## src/rtl/strc_pkg.sv

```systemverilog
package strc_pkg;

  typedef enum logic [1:0] {
    ST_IDLE  = 2'd0,
    ST_RUN   = 2'd1,
    ST_WAIT  = 2'd2,
    ST_PAUSE = 2'd3
  } run_state_e;

  // Next run-control state from the current state and the controls.
  function automatic run_state_e step_state(
    input run_state_e cur,
    input logic       en,
    input logic       pz,
    input logic       hlt,
    input logic       abandon,
    input logic       done
  );
    run_state_e nxt;
    nxt = cur;
    unique case (cur)
      ST_IDLE:  if (en && !hlt) nxt = ST_RUN;
      ST_RUN: begin
        if (hlt)       nxt = abandon ? ST_IDLE : ST_WAIT;
        else if (!en)  nxt = ST_IDLE;
        else if (pz)   nxt = ST_PAUSE;
      end
      ST_PAUSE: begin
        if (hlt)       nxt = abandon ? ST_IDLE : ST_WAIT;
        else if (!en)  nxt = ST_IDLE;
        else if (!pz)  nxt = ST_RUN;
      end
      ST_WAIT:  if (done || abandon) nxt = ST_IDLE;
      default:  nxt = ST_IDLE;
    endcase
    return nxt;
  endfunction

  // Remaining tail bits after one byte has passed, floor at zero.
  function automatic int unsigned tail_left(input int unsigned rem,
                                            input int unsigned per_byte);
    return (rem > per_byte) ? rem - per_byte : 0;
  endfunction

endpackage

```

## src/rtl/strc_fsm.sv

```systemverilog
module strc_fsm
  import strc_pkg::*;
(
  input  logic       clk,
  input  logic       rst_n,
  input  logic       enable,
  input  logic       pause,
  input  logic       halt,
  input  logic       halt_mode,
  input  logic       wb_done,
  output run_state_e state_q,
  output logic       st_idle,
  output logic       st_run,
  output logic       st_wait,
  output logic       st_pause
);

  run_state_e state_n;

  always_comb state_n = step_state(state_q, enable, pause, halt, halt_mode, wb_done);

  always_ff @(posedge clk or negedge rst_n) begin
    if (!rst_n) state_q <= ST_IDLE;
    else        state_q <= state_n;
  end

  assign st_idle  = (state_q == ST_IDLE);
  assign st_run   = (state_q == ST_RUN);
  assign st_wait  = (state_q == ST_WAIT);
  assign st_pause = (state_q == ST_PAUSE);

  logic active;
  assign active = st_run || st_pause;


  status_onehot_chk: assert property (@(posedge clk) disable iff (!rst_n)
    $onehot({st_idle, st_run, st_wait, st_pause}));


  idle_hold_chk: assert property (@(posedge clk) disable iff (!rst_n)
    st_idle && !(enable && !halt) |=> st_idle);


  idle_exit_chk: assert property (@(posedge clk) disable iff (!rst_n)
    st_idle && enable && !halt |=> st_run);


  halt_wait_chk: assert property (@(posedge clk) disable iff (!rst_n)
    active && halt && !halt_mode |=> st_wait);


  wait_hold_chk: assert property (@(posedge clk) disable iff (!rst_n)
    st_wait && !wb_done && !halt_mode |=> st_wait);


  halt_abandon_chk: assert property (@(posedge clk) disable iff (!rst_n)
    active && halt && halt_mode |=> st_idle);


  pause_enter_chk: assert property (@(posedge clk) disable iff (!rst_n)
    st_run && enable && pause && !halt |=> st_pause);

endmodule

```

## src/rtl/strc_byte_track.sv

```systemverilog
module strc_byte_track #(
  parameter int CNT_W = 14
) (
  input  logic             clk,
  input  logic             rst_n,
  input  logic             eof_sel,
  input  logic             rd_byte_stb,
  input  logic             wr_byte_stb,
  input  logic             rd_eof,
  input  logic             wr_eof,
  input  logic             in_run,
  input  logic             in_idle,
  output logic             byte_stb,
  output logic             eof_ev,
  output logic [CNT_W-1:0] frame_bytes
);

  logic [CNT_W-1:0] cnt_q;
  logic [CNT_W-1:0] cnt_sum;
  logic             sel_stb;

  assign sel_stb  = eof_sel ? wr_byte_stb : rd_byte_stb;
  assign eof_ev   = eof_sel ? wr_eof : rd_eof;
  assign byte_stb = sel_stb && in_run;
  assign cnt_sum  = cnt_q + CNT_W'(byte_stb);

  assign frame_bytes = in_idle ? '0 : cnt_sum;

  always_ff @(posedge clk or negedge rst_n) begin
    if (!rst_n)                 cnt_q <= '0;
    else if (in_idle || eof_ev) cnt_q <= '0;
    else                        cnt_q <= cnt_sum;
  end


  count_frozen_chk: assert property (@(posedge clk) disable iff (!rst_n)
    !in_run |=> (cnt_q == '0) || $stable(cnt_q));

endmodule

```

## src/rtl/strc_eof_trace.sv

```systemverilog
module strc_eof_trace #(
  parameter int CNT_W = 14
) (
  input  logic             clk,
  input  logic             rst_n,
  input  logic             eof_ev,
  input  logic             trace_clr,
  input  logic [CNT_W-1:0] frame_bytes,
  output logic [CNT_W-1:0] eof_cnt,
  output logic             eof_overload,
  output logic             cap_take,
  output logic             eof_lost
);

  logic held_q;

  assign cap_take = eof_ev && (trace_clr || !held_q);
  assign eof_lost = eof_ev && held_q && !trace_clr;

  always_ff @(posedge clk or negedge rst_n) begin
    if (!rst_n) begin
      eof_cnt      <= '0;
      eof_overload <= 1'b0;
      held_q       <= 1'b0;
    end else if (cap_take) begin
      eof_cnt <= frame_bytes;
      held_q  <= 1'b1;
      if (trace_clr) eof_overload <= 1'b0;
    end else if (eof_lost) begin
      eof_overload <= 1'b1;
    end else if (trace_clr) begin
      eof_cnt      <= '0;
      eof_overload <= 1'b0;
      held_q       <= 1'b0;
    end
  end


  capture_chk: assert property (@(posedge clk) disable iff (!rst_n)
    cap_take |=> eof_cnt == $past(frame_bytes));


  lost_hold_chk: assert property (@(posedge clk) disable iff (!rst_n)
    eof_lost |=> eof_overload && $stable(eof_cnt));


  clear_chk: assert property (@(posedge clk) disable iff (!rst_n)
    trace_clr && !eof_ev |=> !eof_overload && (eof_cnt == '0));

endmodule

```

## src/rtl/strc_tail.sv

```systemverilog
module strc_tail
  import strc_pkg::*;
#(
  parameter int TAIL_W   = 16,
  parameter int PER_BYTE = 8
) (
  input  logic              clk,
  input  logic              rst_n,
  input  logic              eof_ev,
  input  logic              byte_stb,
  input  logic [TAIL_W-1:0] tail_bits,
  output logic              tail_active
);

  logic [TAIL_W-1:0] rem_q;

  always_ff @(posedge clk or negedge rst_n) begin
    if (!rst_n)
      rem_q <= '0;
    else if (eof_ev)
      rem_q <= tail_bits;
    else if (byte_stb && rem_q != '0)
      rem_q <= TAIL_W'(tail_left(32'(rem_q), PER_BYTE));
  end

  assign tail_active = (rem_q != '0);


  tail_load_chk: assert property (@(posedge clk) disable iff (!rst_n)
    eof_ev |=> tail_active == ($past(tail_bits) != '0));

endmodule

```

## src/rtl/stream_runctl.sv

```systemverilog
module stream_runctl
  import strc_pkg::*;
#(
  parameter int CNT_W    = 14,
  parameter int TAIL_W   = 16,
  parameter int PER_BYTE = 8
) (
  input  logic              clk,
  input  logic              rst_n,
  input  logic              enable,
  input  logic              pause,
  input  logic              halt,
  input  logic              halt_mode,
  input  logic              wb_done,
  input  logic              eof_sel,
  input  logic [TAIL_W-1:0] tail_bits,
  input  logic              rd_byte_stb,
  input  logic              wr_byte_stb,
  input  logic              rd_eof,
  input  logic              wr_eof,
  input  logic              trace_clr,
  output logic              st_idle,
  output logic              st_run,
  output logic              st_wait,
  output logic              st_pause,
  output logic [CNT_W-1:0]  eof_cnt,
  output logic              eof_overload,
  output logic              tail_active
);

  run_state_e       state_q;
  logic             byte_stb;
  logic             eof_ev;
  logic [CNT_W-1:0] frame_bytes;
  logic             cap_take;
  logic             eof_lost;

  strc_fsm u_fsm (
    .clk       (clk),
    .rst_n     (rst_n),
    .enable    (enable),
    .pause     (pause),
    .halt      (halt),
    .halt_mode (halt_mode),
    .wb_done   (wb_done),
    .state_q   (state_q),
    .st_idle   (st_idle),
    .st_run    (st_run),
    .st_wait   (st_wait),
    .st_pause  (st_pause)
  );

  strc_byte_track #(.CNT_W(CNT_W)) u_bytes (
    .clk         (clk),
    .rst_n       (rst_n),
    .eof_sel     (eof_sel),
    .rd_byte_stb (rd_byte_stb),
    .wr_byte_stb (wr_byte_stb),
    .rd_eof      (rd_eof),
    .wr_eof      (wr_eof),
    .in_run      (state_q == ST_RUN),
    .in_idle     (state_q == ST_IDLE),
    .byte_stb    (byte_stb),
    .eof_ev      (eof_ev),
    .frame_bytes (frame_bytes)
  );

  strc_eof_trace #(.CNT_W(CNT_W)) u_trace (
    .clk          (clk),
    .rst_n        (rst_n),
    .eof_ev       (eof_ev),
    .trace_clr    (trace_clr),
    .frame_bytes  (frame_bytes),
    .eof_cnt      (eof_cnt),
    .eof_overload (eof_overload),
    .cap_take     (cap_take),
    .eof_lost     (eof_lost)
  );

  strc_tail #(.TAIL_W(TAIL_W), .PER_BYTE(PER_BYTE)) u_tail (
    .clk         (clk),
    .rst_n       (rst_n),
    .eof_ev      (eof_ev),
    .byte_stb    (byte_stb),
    .tail_bits   (tail_bits),
    .tail_active (tail_active)
  );


  reset_idle_chk: assert property (@(posedge clk)
    $rose(rst_n) |-> st_idle && !eof_overload && !tail_active);


  take_or_lose_chk: assert property (@(posedge clk) disable iff (!rst_n)
    eof_ev |-> (cap_take != eof_lost));

endmodule

```

## config.mk

```make
export PLATFORM = sky130hd
export DESIGN_NAME = stream_runctl
export DESIGN_NICKNAME = d
export VERILOG_FILES = /design/src/rtl/strc_pkg.sv /design/src/rtl/strc_fsm.sv /design/src/rtl/strc_byte_track.sv /design/src/rtl/strc_eof_trace.sv /design/src/rtl/strc_tail.sv /design/src/rtl/stream_runctl.sv
export SDC_FILE = /design/constraint.sdc
export NUM_CORES = 1
export LEC_CHECK = 0
export BUFFER_PORTS_ARGS = -buffer_cell sky130_fd_sc_hd__buf_4
export CORE_UTILIZATION = 57
export DETAILED_ROUTE_END_ITERATION = 12
export GPL_TIMING_DRIVEN = 1
export PLACE_DENSITY = 0.8
export SLEW_MARGIN = 20
export SYNTH_ARGS = -nofsm -noshare
export SYNTH_HDL_FRONTEND = slang
export SYNTH_HIERARCHICAL = 1
export SYNTH_SLANG_ARGS = --single-unit
```

## constraint.sdc

```tcl
create_clock -name clk -period 2.7 [get_ports clk]
set_input_delay 0.405 -clock clk [delete_from_list [all_inputs] [get_ports clk]]
set_output_delay 0.405 -clock clk [all_outputs]
set_load 0.05 [all_outputs]
```

# Word level (Yosys, flattened, before mapping)

Index checks and enable logic that the tools add are counted.

Register bits after elaboration: 48
Bits of input ports: 29
Logic and storage cells: 61

Add/sub/neg operators: 2
$lt $le $gt $ge: 1
Equal/unequal tests: 8
Multiplexer cells: 26
Reductions and logical operators: 18

Operators by type and width:

| cell                                                  | count |
|---|---|
| 2-to-1 mux 14 bit                                     | 5 |
| 2-to-1 mux 16 bit                                     | 3 |
| 2-to-1 mux 2 bit                                      | 9 |
| > comparator 16 x 4 -> 1 bit, second input constant   | 1 |
| nonzero test 16 bit                                   | 1 |
| subtractor 16 x 4 -> 16 bit, second input constant    | 1 |
| adder 14 x 1 -> 14 bit                                | 1 |
| 2-to-1 mux 1 bit                                      | 8 |
| inequality test 4 bit, second input constant          | 2 |
| one-hot mux 2 bit (4 select lines)                    | 1 |
| logical AND 1 bit                                     | 6 |
| == test 2 bit, second input constant                  | 2 |
| inequality test 2 bit, second input constant          | 2 |
| AND reduction 4 bit                                   | 1 |
| nonzero test 2 bit                                    | 2 |
| logical NOT 1 bit                                     | 3 |
| logical OR 1 bit                                      | 3 |
| == test 2 x 1 -> 1 bit, second input constant         | 1 |
| logical NOT 2 bit                                     | 1 |
| inequality test 2 x 1 -> 1 bit, second input constant | 1 |
| AND reduction 2 bit                                   | 1 |

# Logic depth before layout (Yosys ltp)

Word-level depth: 5
Depth in mapped cells: 8
Depth with buffers taken out: 8

# Hierarchy

Netlist, hierarchy kept.

By module, submodules not included:

| module          | times used | cells an instance | area an instance (um2) | sequential area each (um2) |
|---|---|---|---|---|
| strc_tail       | 1          | 124               | 1,058.5                | 400.4 |
| strc_byte_track | 1          | 112               | 1,014.7                | 350.3 |
| strc_eof_trace  | 1          | 71                | 809.5                  | 400.4 |
| strc_fsm        | 1          | 11                | 116.4                  | 50.0 |
| stream_runctl   | 1          | 2                 | 17.5                   | 0.0 |

# Worst setup path before layout

Ideal clock, no wire load.

Path type: register to register
Start: register u_fsm.state_q[0]
End: register u_trace.eof_cnt[13]
Arrival: 2.159 ns
Required time: 2.568 ns
Path slack: 0.409 ns
Cell stages (with the launch flop): 9
Path buffers: 0
Clock period less this slack: 2.291 ns
Cells stage by stage: dfrtp_1 nor2b_4 nor2b_1 ha_1 nand3_1 nor4_2 mux2_2 nand2_1 o32ai_2

Cells in the longest elaborated chain, start to end: 5

Ends and longest elaborated chain:

| what                     | line                  | RTL |
|---|---|---|
| start: declaration       | strc_fsm.sv:11        | `output run_state_e state_q,` |
| start signal: assignment | strc_fsm.sv:24        | `else state_q <= state_n;` |
| == test 2 x 1 -> 1 bit   | stream_runctl.sv:61   | `.in_run (state_q == ST_RUN),` |
| logical AND 1 bit        | strc_byte_track.sv:24 | `assign byte_stb = sel_stb && in_run;` |
| via byte_stb             | stream_runctl.sv:32   | `logic byte_stb;` |
| adder 14 x 1 -> 14 bit   | strc_byte_track.sv:25 | `assign cnt_sum = cnt_q + CNT_W'(byte_stb);` |
| 2-to-1 mux 14 bit        | strc_byte_track.sv:27 | `assign frame_bytes = in_idle ? '0 : cnt_sum;` |
| via frame_bytes[13]      | stream_runctl.sv:34   | `logic [CNT_W-1:0] frame_bytes;` |
| 2-to-1 mux 14 bit        | strc_eof_trace.sv:25  | `end else if (cap_take) begin` |
| end signal: assignment   | strc_eof_trace.sv:26  | `eof_cnt <= frame_bytes;` |
| end: declaration         | strc_eof_trace.sv:9   | `output logic [CNT_W-1:0] eof_cnt,` |

The timed path passes the listed nets, and every way through them passes these cells.
A chain may end at the register's enable or synchronous reset.

# Worst setup path after layout

Start: register u_fsm.state_q[0]
End: register u_trace.eof_cnt[12]

The elaborated chain is that of the path after synthesis.

==> impl_results.md <==
* Port buffer count at 48
* Post-DRT Antenna Nets at 0
* Area grow syn2layout at 16.0%
* Worst Path Max Fanout at 9
* Worst-Skew Late Latency at 0.31 ns
* # DRC at 0
* Critical-path top delay cell: dfrtp_1
* WL final at 6.29 mm
* CP cell instances: nor2b_4, nor2b_1, ha_1, nand3_1, nor4_2, mux2_2, nand2_1, o32ai_1
* DRT Pass-1 Iters at 4
* YS warnings at 6
* Final setup slack of the worst path at 0.313 ns
* Die H at 74.6 um
* CTS buffer count at 5
* Arrival @ worst endpoint at 2.56 ns
* Initial Util at 59.2%
* Syn Area/Cell at 9.45 um2
* Crit share post-route at 88.4%
* Die area at 5560 um2
* Inst Count DP at 425
* DR iter-0 viols at 213
* Final hold vios at 0
* Core area at 5070 um2
* H-tree lvl count at 2
* Post-DP HPWL at 4.41 mm
* Gr usage total at 24.5%
* Min-delay worst type: primary input to asynchronous set/reset pin
* CP required at 2.87 ns
* Crit path largest cell delay at 0.46 ns
* PostCTS Resize Cnt at 0
* TritonCTS clock tree: built
* Die width at 74.6 um
* VDD IR max at 0.000298 V
* Grt ovf at 0
* Met3 WL at 309 um
* Root Driver: clkbuf_8
* Setup tns final at 0 ns
* Hold_buf cts at 0
* FF-to-FF path depth at 8
* Setup Crit Path Kind: flip-flop to flip-flop
* Period minus WS final at 2.39 ns
* Total of max-cap violations at 0
* Via total after detailed routing at 2502
* Clk_skew at 0.0104 ns
* Pwr/cell area at 455 nW/um2
* Vias per cell at 5.81
* DR WL met2 at 3.04 mm
* Slew Limit Fails at 0
* Placement Setup Slack at 0.283 ns
* Sink Count at 48
* Share of cells above drive strength 1 at 27.1%
* Reg-to-reg critical path startpoint: u_fsm/state_q[0]
* DR WL/cell at 14.6 um
* Antenna Diode Count at 0
* Longest Clk Path Bufs at 2
* Final Setup Violations at 0
* CP startpoint: u_fsm/state_q[0]
* First-pass GRT wire length at 10.3 mm
* Row count at 26
* Layout net count at 394
* Top Metal Used: met4
* Non-Filler Instances at 431
* GPL Wtd Cong at 0.843
* RSZ-0062 raised after global routing: no
* # Post-CTS Setup Buffers at 0
* Leakage power at 1.41 nW
* Largest net degree at the start of global routing at 49
* Crit end category: flip-flop
* Vias in the first global route at 2246
* F_max at 419 MHz
* Max_slew headroom at 59.5%
* Worst slew pin tran at 0.607 ns
* M1 wire length at 2.84 mm
* Mapped Cells at 318
* Worst-path clk slew at 0.09 ns
* Mapped Nets at 350
* PnR Total Power at 1.58 mW
* Crit path launch type: flip-flop
* Run status: complete, no violations
* Synth Cell Area at 3000 um2
* Number of I/O pins at 49
* Initial antenna violation count at 0
-- report_power, final --
group / total, mW / switching, mW / internal [mW] / leakage, nW
combinational: 0.290 / 0.172 / 0.118 / 0.731
sequential: 0.798 / 0.0438 / 0.755 / 0.634
clock: 0.496 / 0.230 / 0.266 / 0.0501
total: 1.58 / 0.446 / 1.14 / 1.41
-- cells in the final DEF (no fill, tap or decap), drive strengths merged, types with 4 or more instances in the layout --
master	count
nor2	20
o21ai	15
inv	23
or3	10
mux2	7
buf	54
nand2	41
nor2b	22
nand3	17
clkbuf	5
o32ai	14
dfrtp	48
nor4	5
mux2i	8
nand4	4
o211ai	5
a21oi	13
nor3	11
-- worst max-delay path, delay by kind of cell (launching register included) --
kind                     cells  cell delay (ns)
multiplexers                 1             0.37
flip-flops                   1             0.46
AND/OR/NAND/NOR              5             1.10
adder cells (fa/ha/maj)      1             0.23
AO/OA/AOI/OAI                1             0.08
-- sequential cells by signal, summed over array words and instances (netlist names) --
signal,cells
u_bytes/cnt_q,14
u_fsm/state_q,2
u_tail/rem_q,16
u_trace/eof_cnt,14
u_trace/eof_overload,1
u_trace/held_q,1
-- worst paths after layout --
kind,endpoint,slack (ns)
worst max-delay path,u_trace/eof_cnt[12],0.31
worst min-delay path,u_trace/eof_cnt[8],0.1
worst max register to register,u_trace/eof_cnt[12],0.31
worst min register to register,u_trace/eof_overload,0.50
max in group asynchronous,u_tail/rem_q[8],2.18
min in group clk,u_fsm/state_q[0],0.26
-- routing by layer --
layer	vias up	global-route usage [%]
met4	0	9.64
li1	1214	-
met1	1198	32.9
met2	80	40.4
met5	-	0
met3	10	2.85
-- area by class of cell --
cell class	instances	area, um2
clock buffer	5	68.8
clock inverter	1	30.0
fill	429	1590
inverter	23	86.3
multi-input combinational	230	1590
sequential	48	1200
tap	70	87.6
timing repair buffer	54	418
-- metrics by stage --
stage / hold slack (ns) / utilization, % / instance area, um2
final: 0.0953 / 68.6 / 3480
after global routing: 0.165 / 68.6 / 3480
after CTS: 0.130 / 68.6 / 3480
after detailed placement: 0.462 / 66.7 / 3380
after global placement: 0.467 / 66.7 / 3380
after floorplan: 0.109 / - / 3000
No activity file was read; power rests on OpenSTA's default activity.
